**config.mk**
```make
export PLATFORM = sky130hd
export DESIGN_NAME = rx_addr_filter
export DESIGN_NICKNAME = d
export VERILOG_FILES = /design/src/rtl/rxf_pkg.sv /design/src/rtl/rxf_crc_hash.sv /design/src/rtl/rxf_addr_track.sv /design/src/rtl/rxf_verdict.sv /design/src/rtl/rx_addr_filter.sv
export SDC_FILE = /design/constraint.sdc
export NUM_CORES = 1
export LEC_CHECK = 0
export BUFFER_PORTS_ARGS = -buffer_cell sky130_fd_sc_hd__buf_2
export CAP_MARGIN = 25
export CORE_MARGIN = 5
export CORE_UTILIZATION = 51
export DETAILED_ROUTE_END_ITERATION = 6
export PLACE_DENSITY = 0.9
export SLEW_MARGIN = 15
export SYNTH_ARGS = -nofsm -noshare
export SYNTH_HDL_FRONTEND = slang
export SYNTH_HIERARCHICAL = 1
export SYNTH_SLANG_ARGS = --single-unit
```
**constraint.sdc**
```tcl
create_clock -name clk -period 2.7 [get_ports clk]
set_clock_uncertainty 0.15 [all_clocks]
set_input_delay 0.135 -clock clk [delete_from_list [all_inputs] [get_ports clk]]
set_output_delay 0.135 -clock clk [all_outputs]
set_load 0.01 [all_outputs]
```
**src/rtl/rxf_pkg.sv**
```systemverilog
package rxf_pkg;

    typedef enum logic [1:0] {
        ST_IDLE,
        ST_ADDR,
        ST_HOLD,
        ST_REPORT
    } rxf_state_e;

    typedef enum logic [1:0] {
        CLS_PHYS,
        CLS_MCAST,
        CLS_BCAST
    } addr_class_e;

    // Policy word bit positions
    localparam int POL_KEEP_BAD   = 0;
    localparam int POL_KEEP_SHORT = 1;
    localparam int POL_TAKE_BCAST = 2;
    localparam int POL_TAKE_MCAST = 3;
    localparam int POL_PROMISC    = 4;
    localparam int POL_W          = 5;

    localparam logic [31:0] CRC_POLY = 32'h04C11DB7;
    localparam logic [31:0] CRC_INIT = 32'hFFFF_FFFF;

    typedef struct packed {
        logic promisc;
        logic take_mcast;
        logic take_bcast;
        logic keep_short;
        logic keep_bad;
    } rx_policy_t;

    function automatic rx_policy_t decode_policy(input logic [POL_W-1:0] raw);
        rx_policy_t p;
        p.promisc    = raw[POL_PROMISC];
        p.take_mcast = raw[POL_TAKE_MCAST];
        p.take_bcast = raw[POL_TAKE_BCAST];
        p.keep_short = raw[POL_KEEP_SHORT];
        p.keep_bad   = raw[POL_KEEP_BAD];
        return p;
    endfunction

    // One byte of the serial CRC, least significant data bit first
    function automatic logic [31:0] crc_byte(input logic [31:0] c, input logic [7:0] d);
        logic [31:0] r;
        logic        fb;
        r = c;
        for (int i = 0; i < 8; i++) begin
            fb = r[31] ^ d[i];
            r  = {r[30:0], 1'b0};
            if (fb) r = r ^ CRC_POLY;
        end
        return r;
    endfunction

endpackage

```
**src/rtl/rxf_crc_hash.sv**
```systemverilog
module rxf_crc_hash
    import rxf_pkg::*;
#(
    parameter int HASH_BITS = 6
) (
    input  logic                 clk,
    input  logic                 rst_n,
    input  logic                 clear,
    input  logic                 step,
    input  logic [7:0]           data,
    output logic [HASH_BITS-1:0] idx
);

    logic [31:0] crc_q;

    always_ff @(posedge clk) begin
        if (!rst_n || clear) begin
            crc_q <= CRC_INIT;
        end else if (step) begin
            crc_q <= crc_byte(crc_q, data);
        end
    end

    assign idx = crc_q[31 -: HASH_BITS];

endmodule

```
**src/rtl/rxf_addr_track.sv**
```systemverilog
module rxf_addr_track #(
    parameter int ADDR_BYTES = 6
) (
    input  logic                    clk,
    input  logic                    rst_n,
    input  logic                    clear,
    input  logic                    step,
    input  logic [7:0]              data,
    input  logic [8*ADDR_BYTES-1:0] station,
    output logic                    done,
    output logic                    uni_eq,
    output logic                    all_ones,
    output logic                    group_bit
);

    localparam int CNT_W = $clog2(ADDR_BYTES + 1);
    localparam logic [CNT_W-1:0] LAST = CNT_W'(ADDR_BYTES);

    logic [7:0]       sta_byte [ADDR_BYTES];
    logic [7:0]       sel_byte;
    logic [CNT_W-1:0] cnt_q;
    logic             eq_q, ones_q, grp_q;
    logic             take;

    for (genvar g = 0; g < ADDR_BYTES; g++) begin : g_sta
        assign sta_byte[g] = station[8*g +: 8];
    end

    always_comb begin
        sel_byte = '0;
        for (int i = 0; i < ADDR_BYTES; i++) begin
            if (cnt_q == CNT_W'(i)) sel_byte = sta_byte[i];
        end
    end

    assign take = step && (cnt_q != LAST);

    always_ff @(posedge clk) begin
        if (!rst_n || clear) begin
            cnt_q  <= '0;
            eq_q   <= 1'b1;
            ones_q <= 1'b1;
            grp_q  <= 1'b0;
        end else if (take) begin
            cnt_q  <= cnt_q + 1'b1;
            eq_q   <= eq_q & (data == sel_byte);
            ones_q <= ones_q & (data == 8'hFF);
            if (cnt_q == '0) grp_q <= data[0];
        end
    end

    assign done      = (cnt_q == LAST);
    assign uni_eq    = eq_q;
    assign all_ones  = ones_q;
    assign group_bit = grp_q;

endmodule

```
**src/rtl/rxf_verdict.sv**
```systemverilog
module rxf_verdict
    import rxf_pkg::*;
#(
    parameter int HASH_BITS = 6,
    parameter int LEN_W     = 16,
    parameter int MIN_LEN   = 64
) (
    input  rx_policy_t                pol,
    input  logic                      done,
    input  logic                      uni_eq,
    input  logic                      all_ones,
    input  logic                      group_bit,
    input  logic [(1<<HASH_BITS)-1:0] hash_table,
    input  logic [HASH_BITS-1:0]      idx,
    input  logic [LEN_W-1:0]          frame_len,
    input  logic                      crc_err,
    input  logic                      align_err,
    output logic                      ok,
    output logic                      grp
);

    addr_class_e cls;
    logic        addr_ok, len_ok, err_ok;

    always_comb begin
        if (all_ones)       cls = CLS_BCAST;
        else if (group_bit) cls = CLS_MCAST;
        else                cls = CLS_PHYS;
    end

    always_comb begin
        unique case (cls)
            CLS_BCAST: addr_ok = pol.take_bcast;
            CLS_MCAST: addr_ok = pol.take_mcast && hash_table[idx];
            CLS_PHYS:  addr_ok = pol.promisc || uni_eq;
            default:   addr_ok = 1'b0;
        endcase
    end

    assign len_ok = (frame_len >= LEN_W'(MIN_LEN)) || pol.keep_short;
    assign err_ok = !(crc_err || align_err) || pol.keep_bad;
    assign ok     = done && addr_ok && len_ok && err_ok;
    assign grp    = ok && (cls != CLS_PHYS);

endmodule

```
**src/rtl/rx_addr_filter.sv**
```systemverilog
module rx_addr_filter
    import rxf_pkg::*;
#(
    parameter int ADDR_BYTES = 6,
    parameter int HASH_BITS  = 6,
    parameter int LEN_W      = 16,
    parameter int MIN_LEN    = 64
) (
    input  logic                      clk,
    input  logic                      rst_n,
    input  logic [4:0]                rx_policy,
    input  logic [8*ADDR_BYTES-1:0]   station_addr,
    input  logic [(1<<HASH_BITS)-1:0] hash_table,
    input  logic                      frame_start,
    input  logic                      dest_valid,
    input  logic [7:0]                dest_byte,
    input  logic                      frame_end,
    input  logic [LEN_W-1:0]          frame_len,
    input  logic                      crc_err,
    input  logic                      align_err,
    output logic                      dec_valid,
    output logic                      accept,
    output logic                      match_group
);

    rxf_state_e           state_q, state_d;
    rx_policy_t           pol;
    logic                 trk_step, capture;
    logic                 addr_done, uni_eq, all_ones, group_bit;
    logic [HASH_BITS-1:0] idx;
    logic                 v_ok, v_grp;
    logic                 dec_q, acc_q, grp_q;

    assign pol      = decode_policy(rx_policy);
    assign trk_step = dest_valid && (state_q == ST_ADDR) && !frame_start;
    assign capture  = frame_end && !frame_start &&
                      ((state_q == ST_ADDR) || (state_q == ST_HOLD));

    rxf_addr_track #(.ADDR_BYTES(ADDR_BYTES)) u_track (
        .clk      (clk),
        .rst_n    (rst_n),
        .clear    (frame_start),
        .step     (trk_step),
        .data     (dest_byte),
        .station  (station_addr),
        .done     (addr_done),
        .uni_eq   (uni_eq),
        .all_ones (all_ones),
        .group_bit(group_bit)
    );

    rxf_crc_hash #(.HASH_BITS(HASH_BITS)) u_hash (
        .clk  (clk),
        .rst_n(rst_n),
        .clear(frame_start),
        .step (trk_step && !addr_done),
        .data (dest_byte),
        .idx  (idx)
    );

    rxf_verdict #(.HASH_BITS(HASH_BITS), .LEN_W(LEN_W), .MIN_LEN(MIN_LEN)) u_verdict (
        .pol       (pol),
        .done      (addr_done),
        .uni_eq    (uni_eq),
        .all_ones  (all_ones),
        .group_bit (group_bit),
        .hash_table(hash_table),
        .idx       (idx),
        .frame_len (frame_len),
        .crc_err   (crc_err),
        .align_err (align_err),
        .ok        (v_ok),
        .grp       (v_grp)
    );

    // State register
    always_ff @(posedge clk) begin
        if (!rst_n) state_q <= ST_IDLE;
        else        state_q <= state_d;
    end

    // Next-state logic
    always_comb begin
        state_d = state_q;
        unique case (state_q)
            ST_IDLE: begin
                if (frame_start) state_d = ST_ADDR;
            end
            ST_ADDR: begin
                if (frame_start)    state_d = ST_ADDR;
                else if (frame_end) state_d = ST_REPORT;
                else if (addr_done) state_d = ST_HOLD;
            end
            ST_HOLD: begin
                if (frame_start)    state_d = ST_ADDR;
                else if (frame_end) state_d = ST_REPORT;
            end
            ST_REPORT: begin
                state_d = frame_start ? ST_ADDR : ST_IDLE;
            end
            default: state_d = ST_IDLE;
        endcase
    end

    // Output registers
    always_ff @(posedge clk) begin
        if (!rst_n) begin
            dec_q <= 1'b0;
            acc_q <= 1'b0;
            grp_q <= 1'b0;
        end else begin
            dec_q <= capture;
            acc_q <= capture && v_ok;
            grp_q <= capture && v_grp;
        end
    end

    assign dec_valid   = dec_q;
    assign accept      = acc_q;
    assign match_group = grp_q;

endmodule

```
==> results.cfg, run 1 <==
[synth]
synth_ff_type = dfxtp_1
ys_types = 65
ys_async_sr_fraction_pct = 0
synthTopCellsByArea = dfxtp_1 21%, xnor3_1 6.0%, xnor2_1 5.8%
synth.most_common_cell = dfxtp_1
avgSynthCellArea_um2 = 9.55
syn-cell-area_mm2 = 0.00410
ys_warn_count = 6
yosysSeqAreaShare_pct = 21.0
syn_nets = 587
synth_common_cells = 43 x dfxtp_1, 29 x nor2_1, 27 x a21oi_1, 27 x nand2_1, 27 x xnor2_1
synth_top_area_share_pct = 21.0
synth_edf_count = 0
syn_inst = 429
synth_top_area_cell = dfxtp_1
synth_seq_cells = 43

[sta]
slew_viol_final = 0
finalSetupViolations = 0
final.period_utilization_pct = 97.7
setup_tns_ns = 0
worstMarginPinSlew_ns = 0.702
setup_slack_ns = 0.0626
rsz0062_at_grt = false
max-slew-margin-rel_pct = 53.1
min_period_ns = 2.64
max_freq_mhz = 379
hold_ws_ns = 0.0681
hold_violations = 0

[final_layout]
fillCellCount = 617
postLayoutCoreUtil_pct = 64.6
nets = 725
register_area_um2 = 861
finalNonFillerCells = 671
drive_above_1_share_pct = 35.0
area_delta_synth_final_pct = 22.5
final_area_mm2 = 0.00502
multi_input_area_mm2 = 0.00300

[place]
dp_cells = 661
post-place-ws_ns = 0.0875
dp_hpwl_um = 9320
numPortBuffers = 144
gp_congestion = 0.912
dpl-instance-area_mm2 = 0.00491

[power_and_ir_drop]
cellPowerDensity_mw_per_mm2 = 351
finalPower_mw = 1.76
p_leak_nw = 2.45
ir_drop_v = 0.000251

[grt]
antenna_found_initial = 1
grt_use_total_pct = 23.3
overflow = 0
grt_pass1_vias = 3903
grt_pass1_wl_um = 18600
grt_max_degree = 31

[clock_tree]
cts_buffers = 5
numClockSinks = 43
cts_tree = built
h-tree-depth = 2
clkSlewWorstSetupHoldPaths_ns = 0.08
post_cts_buffers = 0
cts_buffer_depth = 2
worstSkewPairLatency_ns = 0.31
clockRootBuffer = clkbuf_8

[setup_path]
cp_max_fo = 7
start_kind = register
cp_data_required_time_ns = 2.79
crit_path_end_kind = register
slowest_stage = a221oi_1
crit_chain = ha_1, ha_1, or2_2, a221oi_1, o31ai_1, a2111oi_4, o2111ai_1, o21ai_1
crit_top_cell = ha_1
arrival_ns = 2.73
worstSetupPathType = reg -> reg
critical_path.max_stage_delay_ns = 0.46

[die]
die_y_um = 99.7
start_util_pct = 52.8
die-area_mm2 = 0.00993
fp.dieW_um = 99.7
ioPinCount = 151
core_area_mm2 = 0.00777
num_rows = 32

[run_status]
status = finished clean

[route]
ant_nets = 0
wl_um = 11700
drc_errors = 0
routed-via-count = 3934
drt_iter0_markers = 283
drtPass1Iterations = 5
viasPerCell = 5.86
wl_per_cell_um = 17.4

[min_path]
hp-class = in -> reg

[job]
maxCapViolations = 0
==> power by group <==
part           switching (mW)  total [mW]  internal [mW]
Sequential             0.0170       0.667          0.650
Combinational           0.297       0.674          0.377
Clock                   0.240       0.421          0.180
Total                   0.554        1.76           1.21
==> worst paths after layout <==
check,from,endpoint,slack [ns],depth (start not counted)
min reg2reg,u_hash/crc_q[0],u_hash/crc_q[0],0.36,2
max,u_track/cnt_q[0],u_track/uni_eq,0.06,8
max reg2reg,u_track/cnt_q[0],u_track/uni_eq,0.06,8
min,frame_start,state_q[1],0.07,3
==> cell families after synthesis <==
group / after synthesis / share of synthesized area (%)
buffers and inverters: 50 / 5.98
AOI/OAI and AO/OA: 111 / 18.7
and+or+nand+nor: 117 / 14.8
muxes: 32 / 12.3
adders and majority gates: 10 / 3.05
xor gates and xnor gates: 66 / 24.1
DFF: 43 / 21.0
==> what timing repair did <==
action | in CTS | in global routing
gates resized for setup | 0 | 3
endpoints found under the setup margin | 0 | 2
endpoints found under the hold margin | 1 | 0
hold buffers | 1 | 0
==> sequential cells by signal, indices dropped and copies added, names as in the netlist <==
name and flops:
u_hash/crc_q 32, u_track/cnt_q 3, u_track/group_bit 1, match_group 1, dec_valid 1, state_q 2, u_track/all_ones 1, u_track/uni_eq 1
accept 1
==> metal layers <==
| metal | up-vias | GRT usage, % | wire (um) |
|---|---|---|---|
| met5 | - | 0 | 0 |
| met4 | 0 | 9.77 | 312 |
| met3 | 30 | 5.33 | 1110 |
| met2 | 216 | 39.4 | 5710 |
| met1 | 1845 | 28.4 | 4520 |
| li1 | 1843 | - | - |
==> worst max-delay path: cells and delay by family (launching register included) <==
kind                     cells  cell delay [ns]
AO/OA/AOI/OAI                5             1.30
adder cells (fa/ha/maj)      2             0.46
flip-flops                   1             0.34
AND/OR/NAND/NOR              1             0.33
==> area by class of cell <==
| cell class | count | share of cell area [%] |
|---|---|---|
| Antenna cell | 1 | 0.0499 |
| Clock buffer | 5 | 1.37 |
| Clock inverter | 3 | 0.399 |
| Inverter | 20 | 1.50 |
| Multi-Input combinational cell | 336 | 59.7 |
| Sequential cell | 43 | 17.1 |
| Tap cell | 102 | 2.54 |
| Timing Repair Buffer | 161 | 17.3 |
==> cell usage in the layout, fill, tap and decap left out, types with 7 or more instances in the layout <==
master and instances:
mux4_1 7, nand2_1 27, buf_2 144, o211ai_1 13
xor2_1 10, a21oi_1 27, nor3_1 7, ha_1 8
o21ai_0 21, nor2_1 29, mux2i_1 17, nand3b_1 8
nor2b_1 11, dfxtp_1 43, inv_1 19, nand2b_1 7
xnor3_1 11, xnor2_1 27, buf_4 14
Power figures use the tool's default switching activity.
==> run 2, diff against run 1 <==
CORE_UTILIZATION = 49   (was 51)
SYNTH_HIERARCHICAL = unset   (was 1)
==> run 2 against run 1 <==
  * Sequential share of layout area is 1.7 points higher
  * Global-route usage is 0.81 points higher
  * Critical path type unchanged
  * Largest cell class unchanged
  * Synthesized area is 12% lower
  * Register-to-register slack improved by 0.12 ns
  * Synthesized cell count shrank 7.2%
  * Final cell count shrank 4.3%
  * Final area is 8.9% lower
==> results.cfg, run 2 <==
[synth]
avgSynthCellArea_um2 = 9.02
synth_seq_cells = 43
ys_warn_count = 0
syn-cell-area_mm2 = 0.00359
syn_nets = 556
syn_inst = 398
synth.most_common_cell = xnor2_1
yosysSeqAreaShare_pct = 24.0
synth_ff_type = dfxtp_1
ys_async_sr_fraction_pct = 0
synth_top_area_share_pct = 24.0
synthTopCellsByArea = dfxtp_1 24%, xnor2_1 12%, o211ai_1 7.1%
synth_common_cells = 51 x xnor2_1, 47 x nand2_1, 43 x dfxtp_1, 34 x o211ai_1, 22 x xor2_1
synth_edf_count = 0
synth_top_area_cell = dfxtp_1
ys_types = 55

[run_status]
status = finished clean

[die]
start_util_pct = 50.0
die_y_um = 95.6
core_area_mm2 = 0.00718
num_rows = 31
die-area_mm2 = 0.00914
ioPinCount = 151
fp.dieW_um = 95.6

[clock_tree]
cts_buffer_depth = 2
cts_tree = built
h-tree-depth = 2
cts_buffers = 5
worstSkewPairLatency_ns = 0.30
clkSlewWorstSetupHoldPaths_ns = 0.08
numClockSinks = 43
clockRootBuffer = clkbuf_8

[grt]
met1_usage_pct = 26.6
met2_usage_pct = 44.0
grt_use_total_pct = 24.1
antenna_found_initial = 0
grt_pass1_vias = 3845
grt_max_degree = 68
grt_pass1_wl_um = 17400
top_usage_layer = met2
overflow = 0
grt_use_met3_pct = 4.89

[sta]
max-slew-margin-rel_pct = 45.5
final.period_utilization_pct = 93.1
hold_ws_ns = 0.0442
setup_tns_ns = 0
worstMarginPinSlew_ns = 0.812
max_freq_mhz = 398
rsz0062_at_grt = false
min_period_ns = 2.51
finalSetupViolations = 0
hold_violations = 0
slew_viol_final = 0

[setup_path]
cp_data_required_time_ns = 2.75
worstSetupPathType = reg -> reg
arrival_ns = 2.57
start_kind = register
crit_path_end_kind = register
cp_max_fo = 9

[final_layout]
nets = 700
largest_reg_flops = 32
reg_top3 = u_hash.crc_q: 32 flops, u_track.cnt_q: 3 flops, state_q: 2 flops
regMostFlops = u_hash.crc_q
mostFrequentLayoutCell = buf_2
drive_above_1_share_pct = 35.4
fillCellCount = 546
antennaDiodeCount = 0
area_delta_synth_final_pct = 27.4
mostFrequentLayoutCells = 144 x buf_2, 51 x xnor2_1, 46 x nand2_1, 42 x dfxtp_1, 34 x o211ai_1

[place]
dp_hpwl_um = 8620
gp_congestion = 0.893
numPortBuffers = 144

[job]
maxCapViolations = 0

[power_and_ir_drop]
p_leak_nw = 2.16
ir_drop_v = 0.000291
cellPowerDensity_mw_per_mm2 = 369

[route]
viasPerCell = 5.73
drt_iter0_markers = 184
routed-via-count = 3679
drtPass1Iterations = 5
wl_um = 10800
ant_nets = 0
drc_errors = 0
wl_per_cell_um = 16.9

[min_path]
hp-class = in -> reg
==> run 2: cell count changes in the layout (fill, tap and decap cells not counted), sizes merged, moves of 6 or more <==
| cell | change |
|---|---|
| o211ai | +21 |
| nand2 | +20 |
| a21oi | -17 |
| xnor2 | +17 |
| nor2 | -14 |
| o21ai | -13 |
| xnor3 | -12 |
| xor2 | +12 |
| inv | -6 |
==> run 2: path summary, 6_finish.rpt <==
| kind | startpoint | to | slack [ns] | depth (start not counted) |
|---|---|---|---|---|
| hold reg to reg | u_hash.crc_q[16] | u_hash.crc_q[16] | 0.35 | 2 |
| hold / removal | frame_start | state_q[0] | 0.04 | 2 |
| setup / recovery | u_hash.crc_q[27] | match_group | 0.19 | 6 |
| setup reg to reg | u_hash.crc_q[27] | match_group | 0.19 | 6 |
==> run 2: layer usage <==
metal  part of all wire, %  wire [um]
met4                   3.6        393
met1                    38       4100
met2                    49       5320
met3                   9.4       1020
met5                     0          0
==> run 2: critical path: stages, from the launching register on <==
cell	delay (ns)
dfxtp_2	0.39
buf_4	0.21
buf_4	0.17
mux4_1	0.55
mux4_2	0.48
a221o_1	0.35
o21a_1	0.11
==> run 2: report_power, final <==
part / switching [mW] / leakage [nW] / internal [mW] / total [mW]
logic: 0.305 / 1.76 / 0.315 / 0.620
clock network: 0.225 / 0.0477 / 0.177 / 0.402
registers: 0.0150 / 0.349 / 0.649 / 0.664
==> run 2: metrics by stage <==
step                      cell area, um2  instances  power (mW)  setup slack (ns)  utilization, %
after detailed placement            4470        632        1.29             0.113            62.2
after floorplan                     3590        398        1.09             0.345               -
after global placement              4470        632        1.26             0.159            62.2
final                               4570        642        1.69             0.188            63.7
after CTS                           4570        642        1.68             0.100            63.7
after global routing                4570        642        1.77            0.0594            63.7
==> run 2: layout make-up <==
type	count	area [um2]	area share [%]
Sequential cell	43	862	18.9
Timing Repair Buffer	164	888	19.4
Tap cell	99	124	2.71
Clock buffer	5	68.8	1.50
Inverter	13	48.8	1.07
Clock inverter	3	15.0	0.328
Multi-Input combinational cell	315	2570	56.1
==> run 2: cell families after synthesis <==
family,Yosys count,share of synthesized area (%)
and+or+nand+nor,103,14.0
AOI/OAI and AO/OA,95,19.3
xor gates and xnor gates,78,20.1
DFF,43,24.0
buffers and inverters,40,4.74
muxes,29,14.4
adders and majority gates,10,3.48
==> run 2: timing repair <==
item                                    4_1_cts  5_1_grt
endpoints found under the hold margin         2        0
endpoints found under the setup margin        0        1
hold buffers                                  2        0
resized for setup                             0        2
setup buffers                                 0        0
